### config.mk
export PLATFORM = sky130hd
export DESIGN_NAME = ext_strobe_gen
export DESIGN_NICKNAME = d
export VERILOG_FILES = /design/src/rtl/ebs_pkg.sv /design/src/rtl/ebs_mode_reg.sv /design/src/rtl/ebs_seq.sv /design/src/rtl/ebs_lane_decode.sv /design/src/rtl/ext_strobe_gen.sv
export SDC_FILE = /design/constraint.sdc
export NUM_CORES = 1
export LEC_CHECK = 0
export BUFFER_PORTS_ARGS = -buffer_cell sky130_fd_sc_hd__buf_2
export CAP_MARGIN = 20
export CORE_ASPECT_RATIO = 0.7
export CORE_MARGIN = 4
export CORE_UTILIZATION = 45
export CTS_CLUSTER_SIZE = 20
export DETAILED_ROUTE_END_ITERATION = 10
export GPL_TIMING_DRIVEN = 0
export PLACE_DENSITY = 0.7
export SYNTH_ARGS = -nofsm -noshare
export SYNTH_HDL_FRONTEND = slang
export SYNTH_HIERARCHICAL = 1
export SYNTH_SLANG_ARGS = --single-unit
### constraint.sdc
create_clock -name clk -period 3.5 [get_ports clk]
set_input_delay 0 -clock clk [delete_from_list [all_inputs] [get_ports clk]]
set_output_delay 0 -clock clk [all_outputs]
set_load 0.05 [all_outputs]
### src/rtl/ebs_pkg.sv
package ebs_pkg;

    typedef enum logic [1:0] {
        PH_IDLE   = 2'd0,
        PH_SETUP  = 2'd1,
        PH_STROBE = 2'd2,
        PH_HOLD   = 2'd3
    } phase_e;

    // attributes of one accepted access, frozen for its whole cycle
    typedef struct packed {
        logic       write;
        logic       narrow;
        logic [1:0] be;
        logic       split;
        logic       bus16;
    } access_t;

    // external control lines plus the lane-coded address bit
    typedef struct packed {
        logic rd_n;
        logic wrlo_n;
        logic wrhi_n;
        logic bhe_n;
        logic a0;
    } lanes_t;

endpackage

### src/rtl/ebs_mode_reg.sv
module ebs_mode_reg #(
    parameter int WAIT_W = 2
) (
    input  logic              clk,
    input  logic              rst_n,
    input  logic              cfg_we,
    input  logic              cfg_split,
    input  logic [WAIT_W-1:0] cfg_wait,
    output logic              split_q,
    output logic [WAIT_W-1:0] wait_q
);

    typedef struct packed {
        logic              split;
        logic [WAIT_W-1:0] waits;
    } mode_t;

    mode_t mode_d, mode_q;

    always_comb begin
        mode_d = mode_q;
        if (cfg_we) begin
            mode_d.split = cfg_split;
            mode_d.waits = cfg_wait;
        end
    end

    always_ff @(posedge clk or negedge rst_n) begin
        if (!rst_n) begin
            mode_q <= '0;
        end else begin
            mode_q <= mode_d;
        end
    end

    assign split_q = mode_q.split;
    assign wait_q  = mode_q.waits;

    AST_MODE_HOLDS: assert property (@(posedge clk) disable iff (!rst_n)
        !cfg_we |=> $stable(mode_q)) else $error("mode changed without write");

endmodule

### src/rtl/ebs_seq.sv
module ebs_seq
    import ebs_pkg::*;
#(
    parameter int ADDR_W = 16,
    parameter int WAIT_W = 2
) (
    input  logic              clk,
    input  logic              rst_n,
    input  logic              req_valid,
    input  logic [ADDR_W-1:0] req_addr,
    input  logic [1:0]        req_be,
    input  logic              req_write,
    input  logic              req_narrow,
    input  logic              bus16,
    input  logic              split_q,
    input  logic [WAIT_W-1:0] wait_q,
    output phase_e            phase,
    output access_t           acc,
    output logic [ADDR_W-1:0] addr,
    output logic              ready,
    output logic              done
);

    typedef struct packed {
        phase_e            ph;
        logic [WAIT_W-1:0] cnt;
        logic [WAIT_W-1:0] waits;
        access_t           acc;
        logic [ADDR_W-1:0] addr;
    } seq_t;

    seq_t s_d, s_q;

    always_comb begin
        s_d = s_q;
        unique case (s_q.ph)
            PH_IDLE: begin
                if (req_valid) begin
                    s_d.ph         = PH_SETUP;
                    s_d.addr       = req_addr;
                    s_d.waits      = wait_q;
                    s_d.acc.write  = req_write;
                    s_d.acc.narrow = req_narrow;
                    s_d.acc.be     = req_be;
                    s_d.acc.split  = split_q;
                    s_d.acc.bus16  = bus16;
                end
            end
            PH_SETUP: begin
                s_d.ph  = PH_STROBE;
                s_d.cnt = s_q.waits;
            end
            PH_STROBE: begin
                if (s_q.cnt == '0) begin
                    s_d.ph = PH_HOLD;
                end else begin
                    s_d.cnt = s_q.cnt - 1'b1;
                end
            end
            PH_HOLD: begin
                s_d.ph = PH_IDLE;
            end
            default: s_d.ph = PH_IDLE;
        endcase
    end

    always_ff @(posedge clk or negedge rst_n) begin
        if (!rst_n) begin
            s_q <= '0;
        end else begin
            s_q <= s_d;
        end
    end

    assign phase = s_q.ph;
    assign acc   = s_q.acc;
    assign addr  = s_q.addr;
    assign ready = (s_q.ph == PH_IDLE);
    assign done  = (s_q.ph == PH_HOLD);

    AST_SETUP_AFTER_ACCEPT: assert property (@(posedge clk) disable iff (!rst_n)
        (ready && req_valid) |=> (phase == PH_SETUP)) else $error("no setup");
    AST_STROBE_AFTER_SETUP: assert property (@(posedge clk) disable iff (!rst_n)
        (phase == PH_SETUP) |=> (phase == PH_STROBE)) else $error("no strobe");
    AST_LATCH_STABLE: assert property (@(posedge clk) disable iff (!rst_n)
        (!ready && !done) |=> ($stable(acc) && $stable(addr))) else $error("latched access moved");

endmodule

### src/rtl/ebs_lane_decode.sv
module ebs_lane_decode
    import ebs_pkg::*;
(
    input  phase_e  phase,
    input  access_t acc,
    input  logic    addr0,
    output lanes_t  lanes
);

    logic       byte_mode;
    logic       split_eff;
    logic [1:0] be_w;
    logic       active;

    always_comb begin
        byte_mode = acc.narrow | ~acc.bus16;
        split_eff = acc.split & ~byte_mode;
        be_w      = (acc.be == 2'b00) ? 2'b11 : acc.be;
        active    = (phase == PH_STROBE);

        lanes = '{rd_n: 1'b1, wrlo_n: 1'b1, wrhi_n: 1'b1, bhe_n: 1'b1, a0: 1'b0};

        if (phase != PH_IDLE) begin
            if (byte_mode) begin
                lanes.a0 = addr0;
            end else if (!split_eff) begin
                lanes.bhe_n = ~be_w[1];
                lanes.a0    = (be_w == 2'b10);
            end
            if (active) begin
                if (!acc.write) begin
                    lanes.rd_n = 1'b0;
                end else if (split_eff) begin
                    lanes.wrlo_n = ~be_w[0];
                    lanes.wrhi_n = ~be_w[1];
                end else begin
                    lanes.wrlo_n = 1'b0;
                end
            end
        end
    end

endmodule

### src/rtl/ext_strobe_gen.sv
module ext_strobe_gen
    import ebs_pkg::*;
#(
    parameter int ADDR_W = 16,
    parameter int WAIT_W = 2
) (
    input  logic              clk,
    input  logic              rst_n,
    input  logic              bus16,
    input  logic              cfg_we,
    input  logic              cfg_split,
    input  logic [WAIT_W-1:0] cfg_wait,
    input  logic              req_valid,
    input  logic [ADDR_W-1:0] req_addr,
    input  logic [1:0]        req_be,
    input  logic              req_write,
    input  logic              req_narrow,
    output logic              ready,
    output logic              done,
    output logic              rd_n,
    output logic              wrlo_n,
    output logic              wrhi_n,
    output logic              bhe_n,
    output logic [ADDR_W-1:0] ext_addr
);

    logic              split_q;
    logic [WAIT_W-1:0] wait_q;
    phase_e            phase;
    access_t           acc;
    logic [ADDR_W-1:0] addr_q;
    lanes_t            lanes;

    ebs_mode_reg #(.WAIT_W(WAIT_W)) u_mode (
        .clk       (clk),
        .rst_n     (rst_n),
        .cfg_we    (cfg_we),
        .cfg_split (cfg_split),
        .cfg_wait  (cfg_wait),
        .split_q   (split_q),
        .wait_q    (wait_q)
    );

    ebs_seq #(.ADDR_W(ADDR_W), .WAIT_W(WAIT_W)) u_seq (
        .clk        (clk),
        .rst_n      (rst_n),
        .req_valid  (req_valid),
        .req_addr   (req_addr),
        .req_be     (req_be),
        .req_write  (req_write),
        .req_narrow (req_narrow),
        .bus16      (bus16),
        .split_q    (split_q),
        .wait_q     (wait_q),
        .phase      (phase),
        .acc        (acc),
        .addr       (addr_q),
        .ready      (ready),
        .done       (done)
    );

    ebs_lane_decode u_dec (
        .phase (phase),
        .acc   (acc),
        .addr0 (addr_q[0]),
        .lanes (lanes)
    );

    assign rd_n     = lanes.rd_n;
    assign wrlo_n   = lanes.wrlo_n;
    assign wrhi_n   = lanes.wrhi_n;
    assign bhe_n    = lanes.bhe_n;
    assign ext_addr = (phase == PH_IDLE) ? '0 : {addr_q[ADDR_W-1:1], lanes.a0};

    AST_IDLE_QUIET: assert property (@(posedge clk) disable iff (!rst_n)
        ready |-> (rd_n && wrlo_n && wrhi_n && bhe_n && !done)) else $error("idle strobe");
    AST_SETUP_QUIET: assert property (@(posedge clk) disable iff (!rst_n)
        (ready && req_valid) |=> (rd_n && wrlo_n && wrhi_n && !ready)) else $error("setup strobe");
    AST_DONE_PULSE: assert property (@(posedge clk) disable iff (!rst_n)
        done |=> (ready && !done)) else $error("done not a pulse");
    AST_NO_RD_WR_OVERLAP: assert property (@(posedge clk) disable iff (!rst_n)
        !(!rd_n && (!wrlo_n || !wrhi_n))) else $error("read and write together");
    AST_NARROW_SHARED: assert property (@(posedge clk) disable iff (!rst_n)
        (!ready && (acc.narrow || !acc.bus16)) |-> (wrhi_n && bhe_n)) else $error("narrow used high lane");
    AST_BUSY_IGNORES_REQ: assert property (@(posedge clk) disable iff (!rst_n)
        (!ready && !done) |=> !ready) else $error("busy cycle broken");
    AST_ADDR_STABLE: assert property (@(posedge clk) disable iff (!rst_n)
        (!ready && !done) |=> $stable(ext_addr[ADDR_W-1:1])) else $error("address moved");

endmodule

==> metrics.csv <==
metric,value,unit
status,completed,
overflow,0,
final.period_utilization,0.4740,
synth_simple_gate_area_frac,0.05259,
rsz0062_at_grt,no,
power.internal,1.401,mW
hold_viol_final,0,
cpPeakStageDelay,440,ps
vdd_drop_max,0.0006510,V
sw_frac_of_total,0.4601,
layout.cells.most_common,buf_2,
numCtsBuffers,5,
synth-edff-count,0,
area.growth.synth_to_final,37.66,%
holdCritStartpoint,req_valid,
tritoncts,yes,
cts_htree_levels,2,
utilization,0.6691,
avgRoutedWirePerCell,14.35,µm
yosysUniqueCellTypes,28,
dp_hpwl,2.712,mm
finalClockSkew,4.537,ps
async_flop_share,1.000,
antenna_left,0,
maxCapViolations,0,
final_nets,260,
die_w,83.26,µm
hold_path_class,primary input to register,
viasPerCell,4.751,
ys.flop_type,dfrtp_1,
clk_pin_slew_worst_paths,70,ps
drv_slew,0,
min_period,1659,ps
clock.fmax,602.7,MHz
die-area,5052,µm²
timing.rr.start,u_seq/phase[0]$_DFFE_PN0P_,
power_frac_comb,0.647,
tightestPinTransition,693.7,ps
timing.hold.ws,132.5,ps
io_buffers,49,
synthAdderAreaFrac,0.04208,
start_util,0.4860,
critPathCaptureType,output pin,
p_sw,1.194,mW
rows,18,
finalWirelength,3.975,mm
setup_viol,0,
vias,1316,
crit_fanout,10,
crit_family,buffers and inverters,
synth_top_area_cell,dfrtp_1,
worst-path-buf-inv,4,
pre_cts_ws,1909,ps
grt_first_pass_wirelength,6.851,mm
finalSetupTns,0,ps
reg2reg_slack,1900,ps
ys_seq_area_frac,0.4348,
crit_required,3500,ps
die_h,60.68,µm
power_density,1056,nW/µm²
cts_hold_buf,28,
synth_seq_cells,31,
insertion_delay,290,ps
dr.pass1.iters,4,
grt_max_degree,32,
antenna_found_initial,0,
drc,0,
synth_warnings,6,
synth_fp_nets,176,
synth_compound_area_frac,0.1052,
synth_top_family_by_area,multiplexers,
p_seq_frac,0.247,
setup_ws,1841,ps
r2r_end,u_seq/acc[0]$_DFFE_PN0P_,
power_frac_clock,0.106,
clockRootBuffer,clkbuf_8,
post_cts_buffers,0,
cp-start-kind,register,
rr_worst_depth,5,
drtIter0Drc,58,
synth_area_leaders,"dfrtp_1, mux2_4, buf_4, o21a_1, mux2_2",
power.leakage,1.258,nW
io_pins,50,
synth-xor-area-share,0,
drive_gt1_frac,0.5198,
worstSetupPathType,register to output pin,
path_cells,"buf_4, clkbuf_2, buf_6, o21a_1, buf_2",
synthCells,142,
clkSinkCount,31,
synth_top_area_frac,0.4348,
fp.coreArea,3671,µm²
mostFrequentLayoutCells,"buf_2, dfrtp_1, dlygate4sd3_1, buf_4, mux2_4",
cts-resized-gates,0,
whs_endpoint,u_seq/phase[0]$_DFFE_PN0P_,
min_path_cells,3,
muxShareOfSynthArea,0.2188,
gp_congestion,0.7221,
grt_usage,0.1769,
cp_slowest_cell,dfrtp_1,
grt_pass1_vias,1405,
synthesis.area,1784,µm²
relSlewSlack,0.5375,
cp.arrival,1660,ps
avgSynthCellArea,12.56,µm²
diodes,0,
cts_max_path_buffers,2,
worst min-delay path, stage by stage:
cell     delay (ps)
buf_2           100
o22ai_1          80
a22oi_1         180
metrics by stage:
step	power (mW)	instance area (µm²)	cells
2_1_floorplan	1.993	1784	142
3_3_place_gp	2.239	2092	241
3_5_place_dp	2.298	2092	241
4_1_cts	2.611	2456	277
5_1_grt	2.761	2456	277
6_report	2.594	2456	277
metal layers:
layer | GRT usage | share of wire
met1 | 0.2116 | 0.42
met2 | 0.3014 | 0.49
met3 | 0.05834 | 0.075
met4 | 0.07692 | 0.017
met5 | 0 | 0
cell usage after synthesis, types with 2 or more instances:
| master | number |
|---|---|
| a22oi_1 | 2 |
| buf_4 | 24 |
| buf_6 | 4 |
| clkbuf_2 | 2 |
| dfrtp_1 | 31 |
| ha_1 | 6 |
| inv_1 | 7 |
| mux2_2 | 8 |
| mux2_4 | 20 |
| nand2b_1 | 2 |
| nand3b_1 | 2 |
| nor2_1 | 2 |
| o21a_1 | 16 |
| o22ai_1 | 2 |
registers in the layout, summed over array words and instances, names as in the netlist:
register        cells
u_seq/addr         16
u_seq/phase         2
u_mode/split_q      1
u_mode/wait_q       2
u_seq/acc           6
u_seq/s_q           4
cell type report:
type / count / area [µm²]
fillers: 279 / 1215
flip-flops and latches: 31 / 775.7
multi-input cells: 74 / 747.0
repair buffers: 77 / 525.5
plain buffers: 30 / 235.2
clock buffers: 5 / 68.82
well taps: 50 / 62.56
inverters: 7 / 26.28
clock inverters: 3 / 15.01
cell families (layout without fill, tap and decap cells):
| logic type | count (synthesis) | count (layout) |
|---|---|---|
| flip-flops | 31 | 31 |
| multiplexers | 28 | 28 |
| AND/OR/NAND/NOR | 14 | 14 |
| adder cells (fa/ha/maj) | 6 | 6 |
| AO/OA/AOI/OAI | 26 | 26 |
| buffers and inverters | 37 | 122 |
power by group through the flow:
stage | logic (mW) | clock network [mW] | registers, mW
CTS | 1.69 | 0.283 | 0.640
global route | 1.79 | 0.304 | 0.667
detailed placement | 1.65 | 0 | 0.646
floorplan | 1.38 | 0 | 0.610
global placement | 1.61 | 0 | 0.631
finish | 1.68 | 0.274 | 0.641
worst max-delay path by stage:
stage / startpoint / end / slack, ps / cells past startpoint
after global placement: u_seq/phase[0]$_DFFE_PN0P_ / u_seq/addr[14]$_DFFE_PN0P_ / 1970 / 5
after CTS: u_seq/phase[1]$_DFFE_PN0P_ / ext_addr[10] / 1810 / 5
after floorplan: u_seq/phase[0]$_DFFE_PN0P_ / u_seq/acc[0]$_DFFE_PN0P_ / 1680 / 5
after detailed placement: u_seq/phase[0]$_DFFE_PN0P_ / u_seq/addr[14]$_DFFE_PN0P_ / 1910 / 5
after global routing: u_seq/phase[1]$_DFFE_PN0P_ / ext_addr[7] / 1710 / 5
final: u_seq/phase[1]$_DFFE_PN0P_ / ext_addr[10] / 1840 / 5
No activity file was read; power rests on OpenSTA's default activity.
